[src/rtl/apc_pkg.sv]
package apc_pkg;

  typedef enum logic [1:0] {
    KIND_READ  = 2'b00,
    KIND_WRITE = 2'b01,
    KIND_FETCH = 2'b10,
    KIND_RD2   = 2'b11
  } acc_kind_e;

  typedef enum logic [1:0] {
    DOM_NOACC  = 2'b00,
    DOM_CLIENT = 2'b01,
    DOM_RSVD   = 2'b10,
    DOM_MGR    = 2'b11
  } dom_fld_e;

  typedef enum logic [2:0] {
    FC_NONE    = 3'd0,
    FC_ALIGN   = 3'd1,
    FC_DOM_S   = 3'd2,
    FC_DOM_NS  = 3'd3,
    FC_PERM_S  = 3'd4,
    FC_PERM_NS = 3'd5
  } fcls_e;

  localparam int PERM_W = 3;

endpackage

[src/rtl/apc_align.sv]
module apc_align #(
  parameter int ALIGN_W = 3
) (
  input  logic               is_fetch,
  input  logic               glob_en,
  input  logic               unaligned_ok,
  input  logic [ALIGN_W-1:0] mask,
  input  logic [ALIGN_W-1:0] low_addr,
  output logic               misaligned
);
  logic enforce;
  assign enforce    = glob_en || !unaligned_ok;
  assign misaligned = !is_fetch && enforce && ((low_addr & mask) != '0);
endmodule

[src/rtl/apc_domain.sv]
module apc_domain #(
  parameter int NUM_DOM = 16,
  parameter int IDX_W   = 4
) (
  input  logic [2*NUM_DOM-1:0] dom_ctrl,
  input  logic [IDX_W-1:0]     idx,
  output apc_pkg::dom_fld_e    field
);
  logic [1:0] fld [NUM_DOM];

  for (genvar g = 0; g < NUM_DOM; g++) begin : g_fld
    assign fld[g] = dom_ctrl[2*g +: 2];
  end

  always_comb begin
    if (32'(idx) < NUM_DOM) field = apc_pkg::dom_fld_e'(fld[idx]);
    else                    field = apc_pkg::DOM_NOACC;
  end
endmodule

[src/rtl/apc_perm.sv]
module apc_perm (
  input  logic [apc_pkg::PERM_W-1:0] perm_code,
  input  logic                       afe_en,
  input  logic                       priv,
  input  logic                       is_write,
  output logic                       deny,
  output logic                       rsvd
);
  logic [apc_pkg::PERM_W-1:0] eff;
  assign eff = perm_code | {{(apc_pkg::PERM_W-1){1'b0}}, afe_en};

  always_comb begin
    deny = 1'b0;
    rsvd = 1'b0;
    case (eff)
      3'd0:    deny = 1'b1;
      3'd1:    deny = !priv;
      3'd2:    deny = !priv && is_write;
      3'd3:    deny = 1'b0;
      3'd4:    rsvd = 1'b1;
      3'd5:    deny = !priv || is_write;
      default: deny = is_write;
    endcase
  end
endmodule

[src/rtl/apc_flat_attr.sv]
module apc_flat_attr (
  input  logic       remap_en,
  input  logic       attr_in0,
  input  logic       attr_out0,
  input  logic [1:0] type0,
  output logic       uncache
);
  assign uncache = !remap_en || !attr_in0 || !attr_out0 || (type0 != 2'd2);
endmodule

[src/rtl/acc_perm_check.sv]
module acc_perm_check #(
  parameter int ADDR_W  = 32,
  parameter int NUM_DOM = 16,
  parameter int ALIGN_W = 3,
  parameter int PAGE_W  = 12,
  localparam int DOM_IDX_W = $clog2(NUM_DOM),
  localparam int PFN_W     = ADDR_W - PAGE_W
) (
  input  logic                 clk,
  input  logic                 rst,
  input  logic                 req_valid,
  input  logic [1:0]           req_kind,
  input  logic                 cpu_user,
  input  logic                 force_user,
  input  logic                 mmu_on,
  input  logic                 align_glob,
  input  logic                 unaligned_ok,
  input  logic [ALIGN_W-1:0]   align_mask,
  input  logic [ADDR_W-1:0]    vaddr,
  input  logic [2*NUM_DOM-1:0] dom_ctrl,
  input  logic [DOM_IDX_W-1:0] ent_domain,
  input  logic [2:0]           ent_perm,
  input  logic                 ent_xn,
  input  logic                 ent_secure,
  input  logic [PFN_W-1:0]     ent_pfn,
  input  logic                 afe_en,
  input  logic                 remap_en,
  input  logic                 attr_in0,
  input  logic                 attr_out0,
  input  logic [1:0]           type0,
  output logic                 rsp_valid,
  output logic                 rsp_pass,
  output logic                 rsp_fault,
  output logic                 rsp_prefetch,
  output logic [2:0]           rsp_cls,
  output logic                 rsp_unpred,
  output logic                 rsp_uncache,
  output logic [ADDR_W-1:0]    rsp_paddr
);
  import apc_pkg::*;

  logic     is_fetch, is_write, priv;
  logic     misal, deny, perm_rsvd, flat_unc;
  dom_fld_e dom_fld;

  assign is_fetch = (req_kind == KIND_FETCH);
  assign is_write = (req_kind == KIND_WRITE);
  assign priv     = !cpu_user && !force_user;

  apc_align #(.ALIGN_W(ALIGN_W)) u_align (
    .is_fetch     (is_fetch),
    .glob_en      (align_glob),
    .unaligned_ok (unaligned_ok),
    .mask         (align_mask),
    .low_addr     (vaddr[ALIGN_W-1:0]),
    .misaligned   (misal)
  );

  apc_domain #(.NUM_DOM(NUM_DOM), .IDX_W(DOM_IDX_W)) u_dom (
    .dom_ctrl (dom_ctrl),
    .idx      (ent_domain),
    .field    (dom_fld)
  );

  apc_perm u_perm (
    .perm_code (ent_perm),
    .afe_en    (afe_en),
    .priv      (priv),
    .is_write  (is_write),
    .deny      (deny),
    .rsvd      (perm_rsvd)
  );

  apc_flat_attr u_flat (
    .remap_en  (remap_en),
    .attr_in0  (attr_in0),
    .attr_out0 (attr_out0),
    .type0     (type0),
    .uncache   (flat_unc)
  );

  logic          n_pass, n_fault, n_pf, n_unp, n_unc;
  fcls_e         n_cls;
  logic [ADDR_W-1:0] n_paddr;

  assign n_paddr = mmu_on ? {ent_pfn, vaddr[PAGE_W-1:0]} : vaddr;

  always_comb begin
    n_pass  = 1'b0;
    n_fault = 1'b0;
    n_pf    = 1'b0;
    n_unp   = 1'b0;
    n_unc   = 1'b0;
    n_cls   = FC_NONE;
    if (misal) begin
      n_fault = 1'b1;
      n_cls   = FC_ALIGN;
    end else if (!mmu_on) begin
      n_pass = 1'b1;
      n_unc  = flat_unc;
    end else begin
      case (dom_fld)
        DOM_NOACC: begin
          n_fault = 1'b1;
          n_pf    = is_fetch;
          n_cls   = ent_secure ? FC_DOM_S : FC_DOM_NS;
        end
        DOM_RSVD: n_unp  = 1'b1;
        DOM_MGR:  n_pass = 1'b1;
        default: begin
          if (perm_rsvd) begin
            n_unp = 1'b1;
          end else if (deny || (is_fetch && ent_xn)) begin
            n_fault = 1'b1;
            n_pf    = is_fetch;
            n_cls   = ent_secure ? FC_PERM_S : FC_PERM_NS;
          end else begin
            n_pass = 1'b1;
          end
        end
      endcase
    end
  end

  always_ff @(posedge clk) begin
    if (rst) begin
      rsp_valid    <= 1'b0;
      rsp_pass     <= 1'b0;
      rsp_fault    <= 1'b0;
      rsp_prefetch <= 1'b0;
      rsp_cls      <= FC_NONE;
      rsp_unpred   <= 1'b0;
      rsp_uncache  <= 1'b0;
      rsp_paddr    <= '0;
    end else begin
      rsp_valid    <= req_valid;
      rsp_pass     <= req_valid && n_pass;
      rsp_fault    <= req_valid && n_fault;
      rsp_prefetch <= req_valid && n_pf;
      rsp_cls      <= req_valid ? n_cls : FC_NONE;
      rsp_unpred   <= req_valid && n_unp;
      rsp_uncache  <= req_valid && n_unc;
      if (req_valid) rsp_paddr <= n_paddr;
    end
  end

endmodule

[config.mk]
export PLATFORM = sky130hd
export DESIGN_NAME = acc_perm_check
export DESIGN_NICKNAME = d
export VERILOG_FILES = /design/src/rtl/apc_pkg.sv /design/src/rtl/apc_align.sv /design/src/rtl/apc_domain.sv /design/src/rtl/apc_perm.sv /design/src/rtl/apc_flat_attr.sv /design/src/rtl/acc_perm_check.sv
export SDC_FILE = /design/constraint.sdc
export NUM_CORES = 1
export LEC_CHECK = 0
export ABC_AREA = 1
export CORE_MARGIN = 3
export CORE_UTILIZATION = 35
export CTS_CLUSTER_SIZE = 12
export DETAILED_ROUTE_END_ITERATION = 10
export HOLD_SLACK_MARGIN = 0.02
export MAX_ROUTING_LAYER = met4
export PLACE_DENSITY = 0.81
export SLEW_MARGIN = 30
export SYNTH_ARGS = -nofsm -noshare
export SYNTH_HDL_FRONTEND = slang
export SYNTH_HIERARCHICAL = 1
export SYNTH_SLANG_ARGS = --single-unit
[constraint.sdc]
create_clock -name clk -period 1.63 [get_ports clk]
set_input_delay 0.326 -clock clk [delete_from_list [all_inputs] [get_ports clk]]
set_output_delay 0.326 -clock clk [all_outputs]
set_load 0.005 [all_outputs]
== Yosys cells after proc, flatten, opt, wreduce, memory -nomap -nowiden ==
Cells that the tools add are included.

* Register bits after elaboration: 41
* Output and inout port bits: 41
* Memory bits (writable): 0
* Memories: 0
* Memory bits (read-only): 0
* Word-level logic and storage cells: 92
* Bits in latches: 0

* $lt $le $gt $ge: 1
* Shifts and indexed selects: 0
* Bitwise gates (word level): 5
* $mul: 0
* Div/mod/pow operators: 0
* Mux-type cells: 34
* Equality and inequality tests: 10
* Reduce and logical (&&, ||, !) cells: 33
* Add/sub/neg operators: 0

{| class="wikitable"
|+ Operators with widths
! kind !! number
|-
| two-way mux 32 bit || 1
|-
| two-way mux 1 bit || 22
|-
| logical AND 1 bit || 10
|-
| OR reduction 2 bit || 5
|-
| binary-select mux 2 bit (select 4 bit) || 1
|-
| zero test 1 bit || 8
|-
| one-hot mux 1 bit (2 select lines) || 4
|-
| equality test 2 bit, second input constant || 3
|-
| equality test 3 x 2 -> 1 bit, second input constant || 2
|-
| equality test 3 bit, second input constant || 2
|-
| logical OR 1 bit || 6
|-
| two-way mux 3 bit || 2
|-
| one-hot mux 3 bit (2 select lines) || 1
|-
| >= comparator 5 bit, second input constant || 1
|-
| inverter 4 -> 5 bit || 1
|-
| one-hot mux 1 bit (5 select lines) || 1
|-
| two-way mux 2 bit || 2
|-
| OR reduction 4 bit || 1
|-
| bitwise AND 3 bit || 1
|-
| equality test 3 x 1 -> 1 bit, second input constant || 1
|-
| zero test 3 bit || 1
|-
| bitwise OR 3 x 1 -> 3 bit || 1
|-
| nonzero test 3 bit || 1
|-
| equality test 2 x 1 -> 1 bit, second input constant || 1
|-
| 3 further kinds || 4
|}

== Depth between registers and ports, before layout ==
* Depth in word-level cells: 12
* Gate-level depth with buffers: 13
* Gate-level depth less buffers: 12

== By module ==
The synthesis kept the hierarchy.

{| class="wikitable"
|+ Modules (own cells, without submodules)
! module !! cells an instance !! area each (µm²) !! seq. area each (µm²) !! times used
|-
| acc_perm_check || 211 || 1612.8 || 820.8 || 1
|-
| apc_domain || 98 || 420.4 || 0.0 || 1
|-
| apc_perm || 13 || 61.3 || 0.0 || 1
|-
| apc_align || 9 || 37.5 || 0.0 || 1
|-
| apc_flat_attr || 5 || 18.8 || 0.0 || 1
|}

== Least setup slack after synthesis ==
OpenSTA, ideal clock, no wires.

* Path type: input port to flip-flop
* Start point: input ent_domain[0]
* End point: register rsp_cls[0]
* Setup time: 113 ps
* Data required time: 1517 ps
* Arrival time: 1320 ps
* Slack: 197 ps
* Cell stages on the path: 12
* Cells stage by stage: buf_6 buf_4 nand2_1 nand3_1 nand3_1 nand3_1 nand2_1 nand3_1 nand3_1 nand2_1 nand2_1 nor2_1

* Longest elaborated chain between the ends: 9

{| class="wikitable"
|+ RTL lines
! element !! RTL line !! text
|-
| start: declaration || acc_perm_check.sv:21 || <nowiki>input logic [DOM_IDX_W-1:0] ent_domain,</nowiki>
|-
| inverter 4 -> 5 bit (not written as such) (*) || apc_domain.sv:16 || <nowiki>if (32'(idx) < NUM_DOM) field = apc_pkg::dom_fld_e'(fld[idx]);</nowiki>
|-
| binary-select mux 2 bit (select 4 bit) (*) || apc_domain.sv:16 ||
|-
| two-way mux 2 bit (not written as such) (*) (2 in series) || apc_domain.sv:16 ||
|-
| via dom_fld[0] || acc_perm_check.sv:44 || <nowiki>dom_fld_e dom_fld;</nowiki>
|-
| equality test 2 bit || acc_perm_check.sv:102 || <nowiki>case (dom_fld)</nowiki>
|-
| OR reduction 2 bit (no line) || n/a ||
|-
| one-hot mux 3 bit (2 select lines) (*) || acc_perm_check.sv:102 ||
|-
| two-way mux 1 bit (*) || acc_perm_check.sv:98 || <nowiki>end else if (!mmu_on) begin</nowiki>
|-
| two-way mux 1 bit (*) || acc_perm_check.sv:95 || <nowiki>if (misal) begin</nowiki>
|-
| end signal: assignment || acc_perm_check.sv:140 || <nowiki>rsp_cls <= req_valid ? n_cls : FC_NONE;</nowiki>
|-
| end: declaration || acc_perm_check.sv:35 || <nowiki>output logic [2:0] rsp_cls,</nowiki>
|}

Mark *: on every way through the listed nets, which the timed path passes. The rest lies on a longest branch. The select of a mux whose other input is x is not followed.
A chain may end at the register's enable or synchronous reset.

== Final worst setup path ==
* Start point: register rsp_paddr[24]
* End point: output rsp_paddr[24]

{| class="wikitable"
|+ RTL lines
! element !! RTL line !! text
|-
| start: declaration || acc_perm_check.sv:38 || <nowiki>output logic [ADDR_W-1:0] rsp_paddr</nowiki>
|-
| start signal: assignment || acc_perm_check.sv:143 || <nowiki>if (req_valid) rsp_paddr <= n_paddr;</nowiki>
|}

No word-level cell between the ends.

==> flow_summary.yaml <==
setup_path:
  cp_top_family: "buffers and inverters"
  critPathMaxStageDelay_ps: 520
  end_kind: "output port"
  worstPathMaxFanout: 2
  cp_cell_sequence: "clkdlybuf4s50_1"
  path_class: "register to output port"
  crit_slowest_cell: "clkdlybuf4s50_1"
  crit_start: "rsp_paddr[24]$_SDFFE_PP0P_"
  cp_num_buf_inv: 1
  cp.arrival_ps: 1170
  startpoint_type: "register"
  reg2reg_from: "rsp_paddr[14]$_SDFFE_PP0P_"
  crit_required_ps: 1300
clocking:
  cts.clk_slew.worst_paths_ps: 90
  cts_tree: "yes"
  cts_buffers: 5
  cts_sinks: 41
  cts_root_buf: "clkbuf_8"
  clockBufferDepth: 2
  clk_latency_ps: 290
  h-tree-depth: 2
timing:
  tightest_slew_ps: 557
  fmax_mhz: 667
  fin_crit_sh_pct: 92.0
  fin_ws_ps: 130
  fin_worst_skew_ps: 0
  setup_viol: 0
  rsz0062_at_grt: "false"
  slew_headroom_pct: 62.8
  tns_ps: 0
  period_needed_ps: 1500
  slew_viol_final: 0
  hold_viol: 0
yosys:
  synth_fp_nets: 448
  synthAdderAreaFrac_pct: 0
  ys_types: 21
  synthesis.area_um2: 2150
  synth_top_family_by_area: "simple AND/OR/NAND/NOR gates"
  avgSynthCellArea_um2: 6.40
  synth_top_area_share_pct: 38.2
  ys_ff_latch: 41
  synth_compound_area_share_pct: 18.0
  muxShareOfSynthArea_pct: 0
  syn-instance-count: 336
  synth_area_leaders: "dfxtp_1 (38%), nand2_1 (14%), a21oi_1 (10%)"
  synth-xor-area-share_pct: 0
  yosysSeqAreaShare_pct: 38.2
  synth_simple_gate_area_share_pct: 30.5
  yosysWarnings: 6
  synth.largest_area_cell: "dfxtp_1"
layout:
  fillers: 481
  drive_gt1_share_pct: 8.85
  num_antenna_cells: 0
  fin_cells: 569
  area_delta_synth_final_pct: 87.2
  layout.cells.most_common: "clkdlybuf4s50_1"
  nNetsFinal: 608
  layout_common_cells: "clkdlybuf4s50_1 (150), nand2_1 (79), inv_1 (44)"
min_path:
  hold_class: "register to register"
  min_from: "rsp_paddr[0]$_SDFFE_PP0P_"
die:
  core_um2: 5710
  rows: 27
  initial_core_util_pct: 37.7
  ioPinCount: 153
  die-area_um2: 7120
  die_x_um: 84.4
  die_h_um: 84.4
route:
  drc: 0
  drt-vias-per-instance: 4.90
  drt_iter0_markers: 129
  vias: 2786
  routedWlPerCell_um: 13.9
  first_pass_iters: 4
  ant_nets: 0
  routed_wl_mm: 7.89
placement:
  place.gp.congestion: 0.883
  place_ws_ps: -368
  io_buffers: 152
  hpwl_mm: 6.18
  numPlacedInstances: 556
power:
  p_per_area_nw_per_um2: 713
  report.power.total_mw: 2.87
  ir_worst_vdd_v: 0.000725
  leakagePower_nw: 1.83
global_routing:
  grt_usage_pct: 21.9
  first_global_vias: 2754
  antenna_found_initial: 0
  grt_max_degree: 33
  grt_first_pass_wirelength_mm: 12.4
  overflow: 0
status:
  status: "complete, no violations"
job:
  drv_cap: 0
==> logic make-up after synthesis <==
kind of cell | count (synthesis)
DFF | 41
and+or+nand+nor | 154
AOI/OAI and AO/OA | 77
buffers and inverters | 64
==> routing by layer <==
layer / global-route usage, % / vias up / share of wire [%]
li1: - / 1386 / -
met1: 23.2 / 1262 / 38
met2: 39.0 / 115 / 51
met3: 5.69 / 23 / 7.0
met4: 8.35 / 0 / 3.7
met5: - / - / 0
==> final timing paths <==
| kind | slack, ps | to | cells after the start |
|---|---|---|---|
| max | 130 | rsp_paddr[24] | 1 |
| max reg2reg | 920 | rsp_paddr[14]$_SDFFE_PP0P_ | 2 |
| min reg2reg | 500 | rsp_paddr[0]$_SDFFE_PP0P_ | 2 |
| min | 500 | rsp_paddr[0]$_SDFFE_PP0P_ | 2 |
==> flip-flops by register name, summed over array words and instances, names as in the netlist <==
register      cells
rsp_fault         1
rsp_uncache       1
rsp_cls           3
rsp_paddr        32
rsp_valid         1
rsp_pass          1
rsp_unpred        1
rsp_prefetch      1
==> synthesized netlist by cell type <==
| cell type | count |
|---|---|
| a21oi_1 | 43 |
| inv_1 | 44 |
| nand2_2 | 2 |
| clkbuf_2 | 3 |
| nor2_1 | 34 |
| clkbuf_1 | 4 |
| buf_4 | 1 |
| buf_2 | 5 |
| inv_2 | 2 |
| inv_4 | 1 |
| nor2_2 | 1 |
| nor3_2 | 1 |
| dfxtp_1 | 41 |
| nor3b_2 | 1 |
| nand3_1 | 30 |
| nand4_1 | 1 |
| o21bai_1 | 1 |
| o21ai_0 | 33 |
| nand2_1 | 82 |
| nor2_4 | 2 |
| buf_6 | 4 |
==> stage by stage <==
stage               hold slack, ps  cell area, um^2  util (%)
floorplan                      461             2150         -
global placement               475             3760      65.9
detailed placement             486             3760      65.9
CTS                            512             3910      68.5
global route                   534             4030      70.5
finish                         502             4030      70.5
==> tightest hold or removal path: cells and delay by family (launching register included) <==
family | cells | cell delay, ps
flops | 1 | 330
simple gates | 1 | 70
compound gates | 1 | 70
==> layout make-up <==
cell class	count	area, um^2	share of cell area, %
repair buffers	170	1710	42.4
multi-input cells	231	1080	26.8
flip-flops and latches	41	821	20.4
inverters	47	189	4.69
well taps	72	90.1	2.24
clock buffers	5	68.8	1.71
clock inverters	3	68.8	1.71
==> report_power, final <==
group          switching, mW  total [mW]  internal, mW
Combinational          0.302       0.777         0.475
Clock                  0.383       0.999         0.617
Sequential            0.0288        1.09          1.07
Total                  0.713        2.87          2.16
==> timing repair <==
action / in CTS / in global routing
gates resized for setup: 4 / 14
pin swaps: 1 / 13
hold buffers: 0 / 0
buffers inserted: 0 / 4
cloned: 0 / 1
setup endpoints to repair: 4 / 6
(Power assumes the default switching activity.)
